<file path="src/rtl/mlm_pkg.sv">
// Shared constants for the modem line monitor.
// Assumes: the status item kind equals the index of its pending flag.
package mlm_pkg;

    localparam int KIND_W = 2;

    typedef enum logic [KIND_W-1:0] {
        KIND_SNAPSHOT = 2'b00,
        KIND_CTS_CHG  = 2'b01,
        KIND_CD_CHG   = 2'b10
    } stat_kind_e;

    localparam int NUM_LINES = 2;   // monitored inputs: 0 = clear-to-send, 1 = carrier-detect
    localparam int NUM_KINDS = 3;   // snapshot, cts change, cd change

endpackage

</file>
<file path="src/rtl/mlm_tick.sv">
// Sample tick generator.
// Produces a one-cycle pulse every TICK_CYCLES system clocks.
// Assumes: TICK_CYCLES >= 2, and the count restarts from zero on reset.
module mlm_tick #(
    parameter int TICK_CYCLES = 1600000
) (
    input  logic clk,
    input  logic rst_n,
    output logic tick_o
);
    localparam int CW = (TICK_CYCLES > 1) ? $clog2(TICK_CYCLES) : 1;
    localparam logic [CW-1:0] LAST = CW'(TICK_CYCLES - 1);

    logic [CW-1:0] cnt_q;

    // Free-running period counter with a registered pulse at wrap.
    always_ff @(posedge clk) begin
        if (!rst_n) begin
            cnt_q  <= '0;
            tick_o <= 1'b0;
        end else if (cnt_q == LAST) begin
            cnt_q  <= '0;
            tick_o <= 1'b1;
        end else begin
            cnt_q  <= cnt_q + 1'b1;
            tick_o <= 1'b0;
        end
    end


    tick_single_chk: assert property (@(posedge clk) disable iff (!rst_n)
        tick_o |=> !tick_o);

endmodule

</file>
<file path="src/rtl/mlm_line_filter.sv">
// One monitored input: synchronizer, then two-sample confirmation.
// On the first tick after reset the settled level is loaded silently.
// Later, a sample that differs from the settled level arms a candidate.
// The next tick either confirms it, if the sample still differs, or drops it.
// Assumes: SYNC_STAGES >= 2 and tick_i is a single-cycle pulse.
module mlm_line_filter #(
    parameter int SYNC_STAGES = 2
) (
    input  logic clk,
    input  logic rst_n,
    input  logic pin_i,
    input  logic tick_i,
    output logic level_o,
    output logic chg_o
);
    logic [SYNC_STAGES-1:0] sync_q;
    logic                   primed_q;
    logic                   cand_q;
    logic                   smp;

    // Synchronizer chain into the system-clock domain.
    always_ff @(posedge clk) begin
        if (!rst_n) sync_q <= '0;
        else        sync_q <= {sync_q[SYNC_STAGES-2:0], pin_i};
    end

    assign smp = sync_q[SYNC_STAGES-1];

    // Confirmation state machine evaluated on each sample tick.
    always_ff @(posedge clk) begin
        if (!rst_n) begin
            primed_q <= 1'b0;
            cand_q   <= 1'b0;
            level_o  <= 1'b0;
            chg_o    <= 1'b0;
        end else begin
            chg_o <= 1'b0;
            if (tick_i) begin
                if (!primed_q) begin
                    primed_q <= 1'b1;
                    level_o  <= smp;
                end else if (!cand_q) begin
                    cand_q <= (smp != level_o);
                end else begin
                    cand_q <= 1'b0;
                    if (smp != level_o) begin
                        level_o <= smp;
                        chg_o   <= 1'b1;
                    end
                end
            end
        end
    end


    level_on_tick_chk: assert property (@(posedge clk) disable iff (!rst_n)
        !tick_i |=> $stable(level_o));


    no_single_flip_chk: assert property (@(posedge clk) disable iff (!rst_n)
        (tick_i && primed_q && !cand_q) |=> $stable(level_o));


    silent_prime_chk: assert property (@(posedge clk) disable iff (!rst_n)
        (tick_i && !primed_q) |=> !chg_o);

endmodule

</file>
<file path="src/rtl/mlm_status_port.sv">
// Pending flags and the output stage of the status channel.
// One flag per item kind. A new set wins over a clear in the same cycle.
// The output register is reloaded only when it is empty or being accepted.
// Assumes: the kind code equals the flag index, and a lower index has priority.
module mlm_status_port
    import mlm_pkg::*;
#(
    parameter int DATA_W = 3
) (
    input  logic                 clk,
    input  logic                 rst_n,
    input  logic [NUM_KINDS-1:0] set_i,
    input  logic [DATA_W-1:0]    levels_i,
    output logic                 valid_o,
    input  logic                 ready_i,
    output logic [KIND_W-1:0]    kind_o,
    output logic [DATA_W-1:0]    data_o
);
    logic [NUM_KINDS-1:0] pend_q;
    logic [NUM_KINDS-1:0] pick;
    logic [KIND_W-1:0]    pick_idx;
    logic                 load;

    // Fixed priority pick: the lowest pending index wins.
    always_comb begin
        pick     = '0;
        pick_idx = '0;
        for (int k = NUM_KINDS - 1; k >= 0; k--) begin
            if (pend_q[k]) begin
                pick     = '0;
                pick[k]  = 1'b1;
                pick_idx = KIND_W'(k);
            end
        end
    end

    assign load = (!valid_o || ready_i) && (|pend_q);

    // Pending flags: cleared on load, set by new requests.
    always_ff @(posedge clk) begin
        if (!rst_n) pend_q <= '0;
        else        pend_q <= (pend_q & ~(load ? pick : '0)) | set_i;
    end

    // Output stage: holds an item until it is accepted.
    always_ff @(posedge clk) begin
        if (!rst_n) begin
            valid_o <= 1'b0;
            kind_o  <= '0;
            data_o  <= '0;
        end else if (load) begin
            valid_o <= 1'b1;
            kind_o  <= pick_idx;
            data_o  <= levels_i;
        end else if (ready_i) begin
            valid_o <= 1'b0;
        end
    end


    stat_hold_chk: assert property (@(posedge clk) disable iff (!rst_n)
        (valid_o && !ready_i) |=> (valid_o && $stable(kind_o) && $stable(data_o)));


    kind_legal_chk: assert property (@(posedge clk) disable iff (!rst_n)
        valid_o |-> (kind_o != 2'b11));


    pend_kept_chk: assert property (@(posedge clk) disable iff (!rst_n)
        (pend_q[0] && valid_o && !ready_i) |=> pend_q[0]);

endmodule

</file>
<file path="src/rtl/modem_line_monitor.sv">
// Modem control line monitor top.
// Confirms clear-to-send and carrier-detect levels on a slow tick.
// Holds the request-to-send level written by the host.
// Serves snapshots and change events over one valid/ready status channel.
// Assumes: only the system clock is used, TICK_CYCLES >= 8, and host strobes last one cycle.
module modem_line_monitor
    import mlm_pkg::*;
#(
    parameter int TICK_CYCLES = 1600000,
    parameter int SYNC_STAGES = 2
) (
    input  logic       clk,
    input  logic       rst_n,
    input  logic       cts_pin,
    input  logic       cd_pin,
    output logic       rts_pin,
    input  logic       report_en,
    input  logic       rts_wr_valid,
    input  logic       rts_wr_data,
    input  logic       rd_req,
    output logic       stat_valid,
    input  logic       stat_ready,
    output logic [1:0] stat_kind,
    output logic [2:0] stat_data
);
    localparam int DATA_W = NUM_LINES + 1;

    logic                 tick;
    logic [NUM_LINES-1:0] pins;
    logic [NUM_LINES-1:0] level;
    logic [NUM_LINES-1:0] chg;
    logic [NUM_KINDS-1:0] set_vec;
    logic [DATA_W-1:0]    levels;

    assign pins = {cd_pin, cts_pin};

    mlm_tick #(.TICK_CYCLES(TICK_CYCLES)) u_tick (
        .clk    (clk),
        .rst_n  (rst_n),
        .tick_o (tick)
    );

    for (genvar g = 0; g < NUM_LINES; g++) begin : g_line
        mlm_line_filter #(.SYNC_STAGES(SYNC_STAGES)) u_filt (
            .clk     (clk),
            .rst_n   (rst_n),
            .pin_i   (pins[g]),
            .tick_i  (tick),
            .level_o (level[g]),
            .chg_o   (chg[g])
        );
    end

    // Request-to-send register, high out of reset.
    always_ff @(posedge clk) begin
        if (!rst_n)            rts_pin <= 1'b1;
        else if (rts_wr_valid) rts_pin <= rts_wr_data;
    end

    assign levels  = {rts_pin, level};
    assign set_vec = {chg & {NUM_LINES{report_en}}, rd_req};

    mlm_status_port #(.DATA_W(DATA_W)) u_stat (
        .clk      (clk),
        .rst_n    (rst_n),
        .set_i    (set_vec),
        .levels_i (levels),
        .valid_o  (stat_valid),
        .ready_i  (stat_ready),
        .kind_o   (stat_kind),
        .data_o   (stat_data)
    );


    rts_follow_chk: assert property (@(posedge clk) disable iff (!rst_n)
        rts_wr_valid |=> (rts_pin == $past(rts_wr_data)));


    rts_hold_chk: assert property (@(posedge clk) disable iff (!rst_n)
        !rts_wr_valid |=> $stable(rts_pin));

endmodule

</file>
<file path="config.mk">
export PLATFORM = sky130hd
export DESIGN_NAME = modem_line_monitor
export DESIGN_NICKNAME = d
export VERILOG_FILES = /design/src/rtl/mlm_pkg.sv /design/src/rtl/mlm_tick.sv /design/src/rtl/mlm_line_filter.sv /design/src/rtl/mlm_status_port.sv /design/src/rtl/modem_line_monitor.sv
export SDC_FILE = /design/constraint.sdc
export NUM_CORES = 1
export LEC_CHECK = 0
export BUFFER_PORTS_ARGS = -buffer_cell sky130_fd_sc_hd__buf_2
export CORE_ASPECT_RATIO = 1.4
export CORE_MARGIN = 4
export CORE_UTILIZATION = 40
export CTS_CLUSTER_SIZE = 14
export DETAILED_ROUTE_END_ITERATION = 6
export PLACE_DENSITY = 0.65
export RECOVER_POWER = 100
export SLEW_MARGIN = 20
export SYNTH_ARGS = -nofsm -noshare
export SYNTH_HDL_FRONTEND = slang
export SYNTH_SLANG_ARGS = --single-unit
</file>
<file path="constraint.sdc">
create_clock -name clk -period 4.8 [get_ports clk]
set_input_delay 0.48 -clock clk [delete_from_list [all_inputs] [get_ports clk]]
set_output_delay 0.48 -clock clk [all_outputs]
set_load 0.005 [all_outputs]
</file>
Yosys cells after proc, flatten, opt, wreduce, memory -nomap -nowiden

Cells that the tools add are included.

Bits in registers: 43
Input port bits: 9
Output and inout bits: 7
Word-level logic and storage cells: 60

$add $sub $neg: 1
Equality and inequality tests: 7
Muxes and demuxes: 20
Bitwise gates (word level): 5
Reductions and logical operators: 11

Operators with widths:

| operator              | count |
|---|---|
| $add 21x1->21 const B | 1 |
| $eq 21x21->1 const B  | 1 |
| $mux 1                | 13 |
| $mux 3                | 4 |
| $ne 2x2->1 const B    | 4 |
| $reduce_and 4->1      | 2 |
| $mux 2                | 3 |
| $reduce_and 3->1      | 2 |
| $and 3x3->3           | 1 |
| $not 3->3             | 1 |
| $or 3x3->3            | 1 |
| $reduce_or 3->1       | 1 |
| $and 2x2->2           | 1 |
| $ne 1x1->1            | 2 |
| $reduce_and 2->1      | 1 |
| $reduce_bool 2->1     | 1 |
| $reduce_or 2->1       | 1 |
| $logic_and 1x1->1     | 1 |
| $logic_not 1->1       | 1 |
| $logic_or 1x1->1      | 1 |
| $not 1->1             | 1 |

Logic depth before layout (Yosys ltp)

Gate-level depths: netlist of the first run.

Depth after elaboration: 7
Mapped depth: 6
Mapped depth without buffers: 5

Cells and area by module

From an unflattened synthesis of the first run, not the netlist that was laid out.

Cells, all modules: 190
Area total of the unflattened synthesis: 1869.3 µm²

By module, submodules not included:

| module             | instances | cells each | area each (µm²) | sequential area each (µm²) |
|---|---|---|---|---|
| mlm_tick           | 1         | 109        | 1028.5          | 440.4 |
| mlm_line_filter    | 2         | 19         | 203.9           | 120.1 |
| mlm_status_port    | 1         | 38         | 386.6           | 180.2 |
| modem_line_monitor | 1         | 5          | 46.3            | 20.0 |

Least setup slack after synthesis of the first run

OpenSTA, ideal clock, no wires.

Kind: register to register
Start point: reg u_tick.cnt_q[0]
End point: reg u_tick.cnt_q[20]
Library setup time: 0.072 ns
Data arrival time: 1.776 ns
Required time: 4.728 ns
Setup slack: 2.952 ns
Cell stages (with the launch flop): 6
Buffers on the path: 0
Period minus slack after synthesis: 1.848 ns
Cells stage by stage: dfxtp_1 ha_1 nand4_2 or4_4 or3_1 a21oi_1

Word-level cells in the longest chain between the ends: 2
Elaborated cells between the ends (all ways): 3
Those cells by class: 1 x add/sub; 1 x eq/ne; 1 x reduce/logical

RTL lines:

| element                                               | line           | RTL |
|---|---|---|
| start: declaration                                    | mlm_tick.sv:14 | `logic [CW-1:0] cnt_q;` |
| start signal: assignment                              | mlm_tick.sv:25 | `cnt_q <= cnt_q + 1'b1;` |
| branches (longest 2 deep; another with $add 21x1->21) | --             |  |

Several ways; the timed one is not identified.
A chain may end at the register's enable or synchronous reset.

Worst setup path in the final report of the first run

Start point: reg u_tick.cnt_q[0]
End point: reg u_tick.cnt_q[12]

The elaborated chain is that of the path after synthesis.

==> summary.md, run 1 <==
| Metric | Value |
|---|---|
| Pins Over Slew Limit | 18 |
| Share of post-route cells with drive strength above 1 | 0.104 |
| CTS Buffer Depth | 2 |
| Flop2flop setup slack | 1900 ps |
| Worst hold start | cts_pin |
| Via count | around 1300 |
| Skew-Pair Late Insertion Delay | between 200 and 300 ps |
| Synth cell types | 33 |
| VDD IR max | 0.200 mV |
| Pwr per Cell Area | 318 nW/um^2 |
| Synthesized flop and latch total | 43 |
| # nets final | 220 |
| Top_reg_cell synth | dfxtp_1 |
| All-Layer GR Usage | 0.121 |
| Total design power | 604 uW |
| Post-Syn Nets | 201 |
| Via count of the first global-routing pass | 1234 |
| Slew HR | -0.177 |
| Setup_tns | 0 ps |
| CTS buffer count | 5 |
| Clock-pin transition on the worst setup and hold timing paths | 80 ps |
| Post-synth top area cell | dfxtp_1 |
| IO Pins | 16 |
| Row Count | 27 |
| DIE WIDTH | between 60 and 70 um |
| Req. time, crit path | about 4900 ps |
| Final-layout fill cell count | 411 |
| Post CTS Setup Buffer Count | 0 |
| # placed instances | 246 |
| YS warnings | 0 |
| DR iter-0 viols | 53 |
| Routability congestion estimate | roughly 0.7 |
| Post-route ant nets | 0 |
| Num Clock Sinks | 43 |
| Setup crit start kind | flop |
| DRC | 0 |
| Total Die Area | 5430 um^2 |
| Post-synth top area share | 0.501 |
| CP endpoint kind | flop |
| Reg-to-reg startpoint | u_tick.cnt_q[0]$_SDFF_PP0_ |
| Final Core Density | 0.469 |
| CTS root buf | clkbuf_8 |
| Starting Density | 0.424 |
| Fmax | 0.345 GHz |
| Ant. Diodes | 0 |
| First-pass GRT wire length | 5310 um |
| Grt total ovfl | 0 |
| Syn avg cell area | 9.00 um^2 |
| Worst-Margin Slew | around 1700 ps |
| Largest net degree at the start of global routing | 19 |
| Async S/R FF share, synth | 0 |
| Chip height | 85.6 um |
| Register area share after synthesis | 0.501 |
| LEAKAGE | 0.000690 uW |
| Core area | 4050 um^2 |
| CTS H-tree depth | 2 |
| Setup violations, final | 0 |
| Failing checks | max-capacitance violations, max-slew violations |
| Reg-to-reg critical path endpoint | u_tick.cnt_q[12]$_SDFF_PP0_ |
| Cell Area, Synth | 1720 um^2 |
| Max Cap Viol | 1 |
| Critical path capture point | u_tick.cnt_q[12]$_SDFF_PP0_ |
| Syn Inst Count | 191 |
| Main area contributors after synthesis | dfxtp_1, nor2_1, xnor2_1, mux2i_1, a21oi_1 |
| Final WL | 2980 um |
| TritonRoute pass-1 iters | 4 |
| Average wire per standard cell | about 12 um |
| Worst setup margin | around 1900 ps |
| Number of synthesized flops with an enable pin | 0 |
| Port Buffers | 15 |
| Final hold vios | 0 |
| Crit path kind | flop to flop |
| Final Critical Period | 2900 ps |
| Initial antenna violation count | 0 |
| Quantity of hold-fixing buffers added after cts | 0 |
| RSZ-0062 raised after global routing | no |
| Post-CTS Resized | 0 |
| Crit path max fanout | 17 |
| Status | finished, violations left |
| Pre-CTS setup slack | between 2000 and 3000 ps |
| Final Cycle Share | 0.603 |
| Vias/cell | 5.10 |
| Crit. Startpoint | u_tick.cnt_q[0]$_SDFF_PP0_ |
| Area Overhead vs Synth | 10.7% |
| Crit path DAT | around 3000 ps |
| Setup skew after layout | 6.15 ps |
| CTS tree | built |
| Post-Layout Cell Count | ~250 |
| Hold Path Class | input port to flop |
| Post-DP HPWL | 2120 um |
| Worst Reg-to-Reg Cells | 5 |
## synthesized netlist by cell type (4+ instances only)
cell,count
nand2_1,9
o21ai_0,8
mux2i_1,6
a21oi_1,11
inv_1,8
nor4_1,4
nor3_1,6
and2_1,4
nor2_1,37
dfxtp_1,43
or3_1,4
xnor2_1,13
nand3_1,8
## layout by cell type (no fill, tap or decap), types with 2 or more instances in the layout
cell,n
nand4_1,3
o21ai_0,9
nand3_1,8
dfxtp_1,43
clkbuf_8,5
and2_1,4
inv_1,8
clkinv_2,3
nand2_1,9
nor4_1,4
nor3_1,6
xor2_1,3
xnor2_1,13
or3_1,4
buf_2,10
nor2_1,37
nor4b_1,2
o21ai_1,2
clkbuf_1,5
and3_1,2
a21oi_1,11
mux2i_1,6
## critical path, cell delays in order (launching register included)
cell	delay (ps)
dfxtp_1	390
ha_1	220
nand4_1	320
or2_0	340
o21ai_0	1340
nor2_1	110
## where the power goes
part           internal, uW  switching, uW
Clock                  99.6            116
Sequential              362           4.39
Combinational          9.26           12.7
Total                   471            133
## sequential cells by signal, summed over array words and instances, names as in the netlist
name / cells
u_tick.cnt_q: 21
u_stat.data_o: 3
g_line.u_filt.chg_o: 2
u_tick.tick_o: 1
g_line.u_filt.level_o: 2
rts_pin: 1
u_stat.kind_o: 2
g_line.u_filt.cand_q: 2
u_stat.pend_q: 3
g_line.u_filt.sync_q: 4
u_stat.valid_o: 1
g_line.u_filt.primed_q: 1
## per-layer routing
| layer | global-route usage | part of all wire |
|---|---|---|
| met1 | 0.134 | 0.44 |
| met2 | 0.219 | 0.53 |
| met3 | 0.0406 | 0.026 |
| met4 | 0.0354 | 0.0077 |
| met5 | 0 | 0 |
## final cells by class
| class | count | area, um^2 | area share |
|---|---|---|---|
| Timing Repair Buffer | 15 | 68.8 | 0.0362 |
| Multi-Input combinational cell | 136 | 802 | 0.421 |
| Tap cell | 43 | 53.8 | 0.0283 |
| Sequential cell | 43 | 861 | 0.452 |
| Clock inverter | 3 | 15.0 | 0.00789 |
| Inverter | 9 | 33.8 | 0.0178 |
| Clock buffer | 5 | 68.8 | 0.0362 |
## through the flow
step	hold WS [ps]	instance area, um^2
final	395	1900
after floorplan	412	1720
after detailed placement	420	1840
after global routing	398	1900
after global placement	416	1840
after CTS	390	1920
## cells by family (layout without fill, tap and decap cells)
family | after synthesis | after routing | synth area share
and+or+nand+nor | 89 | 89 | 0.276
xor gates and xnor gates | 16 | 16 | 0.0815
DFF | 43 | 43 | 0.501
buffers and inverters | 12 | 32 | 0.0269
muxes | 6 | 6 | 0.0349
AOI/OAI and AO/OA | 24 | 24 | 0.0728
adders and majority gates | 1 | 1 | 0.00728
## worst min path at each step
stage,end,cells past startpoint
6_report,g_line[0].u_filt.sync_q[0]$_SDFF_PN0_,2
5_1_grt,g_line[1].u_filt.sync_q[0]$_SDFF_PN0_,2
4_1_cts,g_line[0].u_filt.sync_q[0]$_SDFF_PN0_,2
3_5_place_dp,g_line[1].u_filt.sync_q[1]$_SDFF_PN0_,1
3_3_place_gp,g_line[0].u_filt.sync_q[1]$_SDFF_PN0_,1
2_1_floorplan,g_line[0].u_filt.sync_q[1]$_SDFF_PN0_,1
No activity file was read; power rests on OpenSTA's default activity.
==> run 2, diff against run 1 <==
==> constraint.sdc (replaced) <==
create_clock -name clk -period 2.7 [get_ports clk]
set_input_delay 0.27 -clock clk [delete_from_list [all_inputs] [get_ports clk]]
set_output_delay 0.27 -clock clk [all_outputs]
set_load 0.005 [all_outputs]
==> run 2 against run 1 <==
  * Highest routed layer unchanged
  * Critical path type unchanged
  * Final cell count increased by 0.39%
  * Combinational power up 81%
  * Power is 110% higher
  * The run now ends clean
==> summary.md, run 2 (synthesis gave the netlist of run 1 again) <==
| Metric | Value |
|---|---|
| Status | completed |
| CTS H-tree depth | 2 (unchanged) |
| Post-DP HPWL | 2110 um (-0.73%) |
| Ant. Diodes | 0 (unchanged) |
| All-Layer GR Usage | 0.123 (+0.00181) |
| VDD IR max | 0.432 mV (+120%) |
| DIE WIDTH | 63.4 um (unchanged) |
| CTS buffer count | 5 (unchanged) |
| Leading cell types in the layout, fill and taps excluded | dfxtp_1, nor2_1, xnor2_1, a21oi_1, buf_2 |
| Core area | 4050 um^2 (unchanged) |
| Row Count | 27 (unchanged) |
| DR iter-0 viols | 37 (-30%) |
| Clock-pin transition on the worst setup and hold timing paths | 80 ps (about the same) |
| First-pass GRT wire length | 5270 um (-0.66%) |
| Post CTS Setup Buffer Count | 0 (unchanged) |
| Biggest register | u_tick.cnt_q |
| Pins Over Slew Limit | 0 (-18) |
| WHS Path Cells | 2 (unchanged) |
| CTS root buf | clkbuf_8 |
| Chip height | 85.6 um (unchanged) |
| Post-DP Area | 1840 um^2 (+0.20%) |
| Initial antenna violation count | 0 (unchanged) |
| RSZ-0062 raised after global routing | no |
| Final hold vios | 0 (unchanged) |
| Final-layout fill cell count | 393 (-4.4%) |
| Hold_ws | 186 ps (-208 ps) |
| Final WL | 2910 um (-2.4%) |
| Setup crit start kind | flop |
| Skew-Pair Late Insertion Delay | 290 ps (about the same) |
| Via count | 1277 (-1.5%) |
| Crit path max fanout | 9 (-8) |
| Routability congestion estimate | 0.766 (+8.7%) |
| # nets final | 221 (+0.45%) |
| Total Die Area | 5430 um^2 (unchanged) |
| CTS Buffer Depth | 2 (unchanged) |
| Average wire per standard cell | 11.4 um (-2.8%) |
| Port Buffers | 15 (unchanged) |
| Share of post-route cells with drive strength above 1 | 0.108 (+0.00423) |
| LEAKAGE | 0.000715 uW (+3.6%) |
| Crit path kind | flop to flop |
| Grt total ovfl | 0 (unchanged) |
| Fmax | 0.484 GHz (+40%) |
| Area Overhead vs Synth | 14.0% |
| Vias/cell | 5.01 (-1.9%) |
| Post-route ant nets | 0 (unchanged) |
| DRC | 0 (unchanged) |
| Crit path DAT | 2290 ps (-710 ps) |
| Max Cap Viol | 0 (-1) |
| Final Cycle Share | 0.765 (+0.162) |
| TritonRoute pass-1 iters | 3 (-1) |
| Most common cell after layout, fill and taps aside | dfxtp_1 |
| CTS tree | built |
| Starting Density | 0.424 (unchanged) |
| Pwr per Cell Area | 646 nW/um^2 (+100%) |
| IO Pins | 16 (unchanged) |
| Hold Path Class | input port to flop |
| Post-CTS Resized | 0 (unchanged) |
| Req. time, crit path | 2930 ps (-1980 ps) |
| Final Cell Area | 1960 um^2 (+3.0%) |
| Num Clock Sinks | 43 (unchanged) |
| Quantity of hold-fixing buffers added after cts | 0 (unchanged) |
| Top flop regs | u_tick.cnt_q x21, g_line.u_filt.sync_q x4 |
| Setup violations, final | 0 (unchanged) |
| CP endpoint kind | flop |
| Final Critical Period | 2070 ps (-830 ps) |
| Worst Reg-to-Reg Cells | 5 (unchanged) |
| Slew HR | 0.674 (+0.850) |
| Setup skew after layout | 9.21 ps (+3.06 ps) |
| Max reg flops | 21 (unchanged) |
| Worst-Margin Slew | 486 ps (-1260 ps) |
| Largest net degree at the start of global routing | 19 (unchanged) |
| Setup_tns | 0 ps (unchanged) |
| Via count of the first global-routing pass | 1228 (-0.49%) |
==> run 2: cell type report <==
cell class | instances | area, um^2 | share of cell area
Clock buffer | 6 | 72.6 | 0.0370
Inverter | 9 | 33.8 | 0.0172
Sequential cell | 43 | 861 | 0.439
Timing Repair Buffer | 16 | 77.6 | 0.0396
Multi-Input combinational cell | 136 | 802 | 0.409
Clock inverter | 2 | 60.1 | 0.0306
Tap cell | 43 | 53.8 | 0.0274
==> run 2: per-layer routing <==
layer	share of wire	track usage	vias up	wire length [um]
met5	0	0	-	0
met1	0.45	0.137	572	1310
met4	0.012	0.0530	0	36
li1	-	-	686	-
met2	0.50	0.212	15	1460
met3	0.034	0.0433	4	99
==> run 2: stage by stage <==
stage | worst slack (ps) | utilization | instances | total power (uW)
detailed placement | 741 | 0.455 | 247 | 709
CTS | 730 | 0.487 | 255 | 1290
finish | 634 | 0.484 | 255 | 1270
global placement | 777 | 0.455 | 247 | 708
global route | 476 | 0.484 | 255 | 1330
floorplan | 852 | - | 191 | 692
==> run 2: worst paths after layout <==
kind	end	start	slack (ps)
worst max-delay path	u_tick.cnt_q[20]$_SDFF_PP0_	u_tick.cnt_q[0]$_SDFF_PP0_	630
worst min-delay path	g_line[1].u_filt.sync_q[0]$_SDFF_PN0_	cd_pin	190
worst max register to register	u_tick.cnt_q[20]$_SDFF_PP0_	u_tick.cnt_q[0]$_SDFF_PP0_	630
worst min register to register	g_line[0].u_filt.sync_q[1]$_SDFF_PN0_	g_line[0].u_filt.sync_q[0]$_SDFF_PN0_	440
==> run 2: power by group <==
| part | switching [uW] | internal [uW] | leakage [uW] |
|---|---|---|---|
| registers | 7.82 | 644 | 0.000349 |
| clock network | 206 | 370 | 0.0000654 |
| logic | 22.2 | 17.5 | 0.000301 |
==> run 2: critical path: stages, from the launching register on <==
cell     delay [ps]
dfxtp_1         390
ha_1            220
nand4_1         290
or4_1           660
or3_1           320
a21oi_1         130
==> run 3, diff against run 2 <==
--- a/config.mk
+++ b/config.mk
@@ -11,7 +11,7 @@
 export CORE_UTILIZATION = 40
 export CTS_CLUSTER_SIZE = 14
 export DETAILED_ROUTE_END_ITERATION = 6
-export PLACE_DENSITY = 0.65
+export PLACE_DENSITY = 0.68
 export RECOVER_POWER = 100
 export SLEW_MARGIN = 20
 export SYNTH_ARGS = -nofsm -noshare
==> constraint.sdc (replaced) <==
create_clock -name clk -period 1.9 [get_ports clk]
set_input_delay 0.19 -clock clk [delete_from_list [all_inputs] [get_ports clk]]
set_output_delay 0.19 -clock clk [all_outputs]
set_load 0.005 [all_outputs]
==> run 3 against run 2 <==
  * Routed wire length rose by 9.7%
  * Critical path type unchanged
  * Via count rose by 5.4%
  * Global-route usage up 0.99 points
  * Critical path depth did not move
  * Die area did not move
  * Clock-buffer cell count down 1
  * Worst setup slack worse by 520 ps
==> summary.md, run 3 (synthesis gave the netlist of run 1 again) <==
| Metric | Value |
|---|---|
| Bufs and invs on worst path | 0 (unchanged) |
| Multi-input gate area | 815 um^2 (+1.6%) |
| Pint | 1330 uW (+29%) |
| CP Cell Sequence | ha_2 > nand4_2 > or4_4 > or3_1 > a21oi_1 |
| Slowest-stage cell, CP | or4_4 |
| Most common cell after layout, fill and taps aside | dfxtp_1 |
| # nets final | 226 (+2.3%) |
| Skew-Pair Late Insertion Delay | 300 ps (about the same) |
| Post-DP HPWL | 2310 um (+9.5%) |
| First-pass GRT wire length | 5610 um (+6.4%) |
| TritonRoute pass-1 iters | 4 (+1) |
| Clock share of power | 0.417 (-0.037) |
| Slowest stage delay, CP | 560 ps (-100 ps) |
| Sw frac | 0.212 (+0.0258) |
| CTS buffer count | 5 (unchanged) |
| Via count | 1346 (+5.4%) |
| Setup skew after layout | 4.07 ps (-5.14 ps) |
| Worst setup margin | 112 ps (-522 ps) |
| Ant. Diodes | 0 (unchanged) |
| Num Clock Sinks | 43 (unchanged) |
| Total design power | 1690 uW (+34%) |
| Biggest register | u_tick.cnt_q |
| Row Count | 27 (unchanged) |
| Status | completed |
| Fmax | 0.559 GHz (+16%) |
| Max Cap Viol | 0 (unchanged) |
| Chip height | 85.6 um (unchanged) |
| Crit path max fanout | 4 (-5) |
| Port Buffers | 15 (unchanged) |
| Setup violations, final | 0 (unchanged) |
| RSZ-0062 raised after global routing | no |
| Max reg flops | 21 (unchanged) |
| Share of post-route cells with drive strength above 1 | 0.152 (+0.0436) |
| Setup crit start kind | flop |
| Largest net degree at the start of global routing | 18 (-1) |
| Final hold vios | 0 (unchanged) |
| Sequential Power Share | 0.548 (+0.034) |
| LEAKAGE | 0.000737 uW (+3.1%) |
| Crit path kind | flop to flop |
| Post-route ant nets | 0 (unchanged) |
| Average wire per standard cell | 12.3 um (+7.6%) |
| Post CTS Setup Buffer Count | 0 (unchanged) |
| Pre-CTS setup slack | 83.0 ps (-658 ps) |
| DR iter-0 viols | 49 (+32%) |
| Initial antenna violation count | 0 (unchanged) |
| VDD IR max | 0.349 mV (-19%) |
| Switching power total | 359 uW (+52%) |
| IO Pins | 16 (unchanged) |
| Final WL | 3190 um (+9.7%) |
| Pwr per Cell Area | 851 nW/um^2 (+32%) |
| CTS tree | built |
| Crit path DAT | 2020 ps (-270 ps) |
| Quantity of hold-fixing buffers added after cts | 0 (unchanged) |
| Register area | 862 um^2 (+0.15%) |
| Final Critical Period | 1790 ps (-278 ps) |
| Crit-path leading delay family | simple AND/OR/NAND/NOR gates |
| Final Cycle Share | 0.941 (+0.176) |
| CTS Buffer Depth | 2 (unchanged) |
| CP endpoint kind | flop |
| Req. time, crit path | 2130 ps (-800 ps) |
| Slew HR | 0.712 (+0.0379) |
| Comb pwr share | 0.035 (+0.004) |
| Final-layout fill cell count | 390 (-0.76%) |
| Starting Density | 0.424 (unchanged) |
| CTS H-tree depth | 2 (unchanged) |
| Post-CTS Resized | 0 (unchanged) |
| Top flop regs | u_tick.cnt_q x21, g_line.u_filt.sync_q x4 |
| Clock-pin transition on the worst setup and hold timing paths | 80 ps (about the same) |
| Pins Over Slew Limit | 0 (unchanged) |
| Via count of the first global-routing pass | 1315 (+7.1%) |
| All-Layer GR Usage | 0.133 (+0.00992) |
| Worst-Margin Slew | 429 ps (-57.8 ps) |
| Hold Path Class | input port to flop |
| Core area | 4050 um^2 (unchanged) |
| Routability congestion estimate | 0.771 (+0.61%) |
| DRC | 0 (unchanged) |
| Area Overhead vs Synth | 15.7% |
| DIE WIDTH | 63.4 um (unchanged) |
| Setup_tns | 0 ps (unchanged) |
| Leading cell types in the layout, fill and taps excluded | dfxtp_1, nor2_1, xnor2_1, buf_2, a21oi_1 |
| Grt total ovfl | 0 (unchanged) |
| Total Die Area | 5430 um^2 (unchanged) |
| Vias/cell | 5.18 (+3.4%) |
| CTS root buf | clkbuf_8 |
run 3: layout make-up:
cell class | count | area share
flip-flops and latches | 43 | 0.433
multi-input cells | 136 | 0.409
repair buffers | 21 | 0.0566
clock buffers | 5 | 0.0346
well taps | 43 | 0.0270
clock inverters | 3 | 0.0220
inverters | 9 | 0.0170
run 3: worst paths after layout:
path	startpoint	endpoint	slack, ps	cells past startpoint
worst max-delay path	u_tick.cnt_q[1]$_SDFF_PP0_	u_tick.cnt_q[20]$_SDFF_PP0_	110	5
worst min-delay path	cts_pin	g_line[0].u_filt.sync_q[0]$_SDFF_PN0_	90	2
worst max register to register	u_tick.cnt_q[1]$_SDFF_PP0_	u_tick.cnt_q[20]$_SDFF_PP0_	110	5
worst min register to register	g_line[1].u_filt.sync_q[0]$_SDFF_PN0_	g_line[1].u_filt.sync_q[1]$_SDFF_PN0_	430	1
run 3: routing by layer:
| layer | vias up | GRT usage | wire length (um) |
|---|---|---|---|
| met4 | 0 | 0.0648 | 62 |
| met5 | - | 0 | 0 |
| li1 | 702 | - | - |
| met1 | 615 | 0.134 | 1320 |
| met3 | 5 | 0.0433 | 131 |
| met2 | 24 | 0.243 | 1680 |
run 3: power groups by stage:
stage	clock network, uW	registers (uW)	logic (uW)
2_1_floorplan	0	946	37.7
3_3_place_gp	0	947	60.6
3_5_place_dp	0	948	60.9
4_1_cts	731	927	61.2
5_1_grt	776	929	69.7
6_report	706	927	59.7
run 3: stage by stage:
stage               area [um^2]   util  hold WS (ps)  instances
finish                     1990  0.491          93.0        260
floorplan                  1720      -           307        191
global route               1990  0.491          93.2        260
detailed placement         1880  0.464           401        252
global placement           1880  0.464           400        252
CTS                        1990  0.492          84.0        260
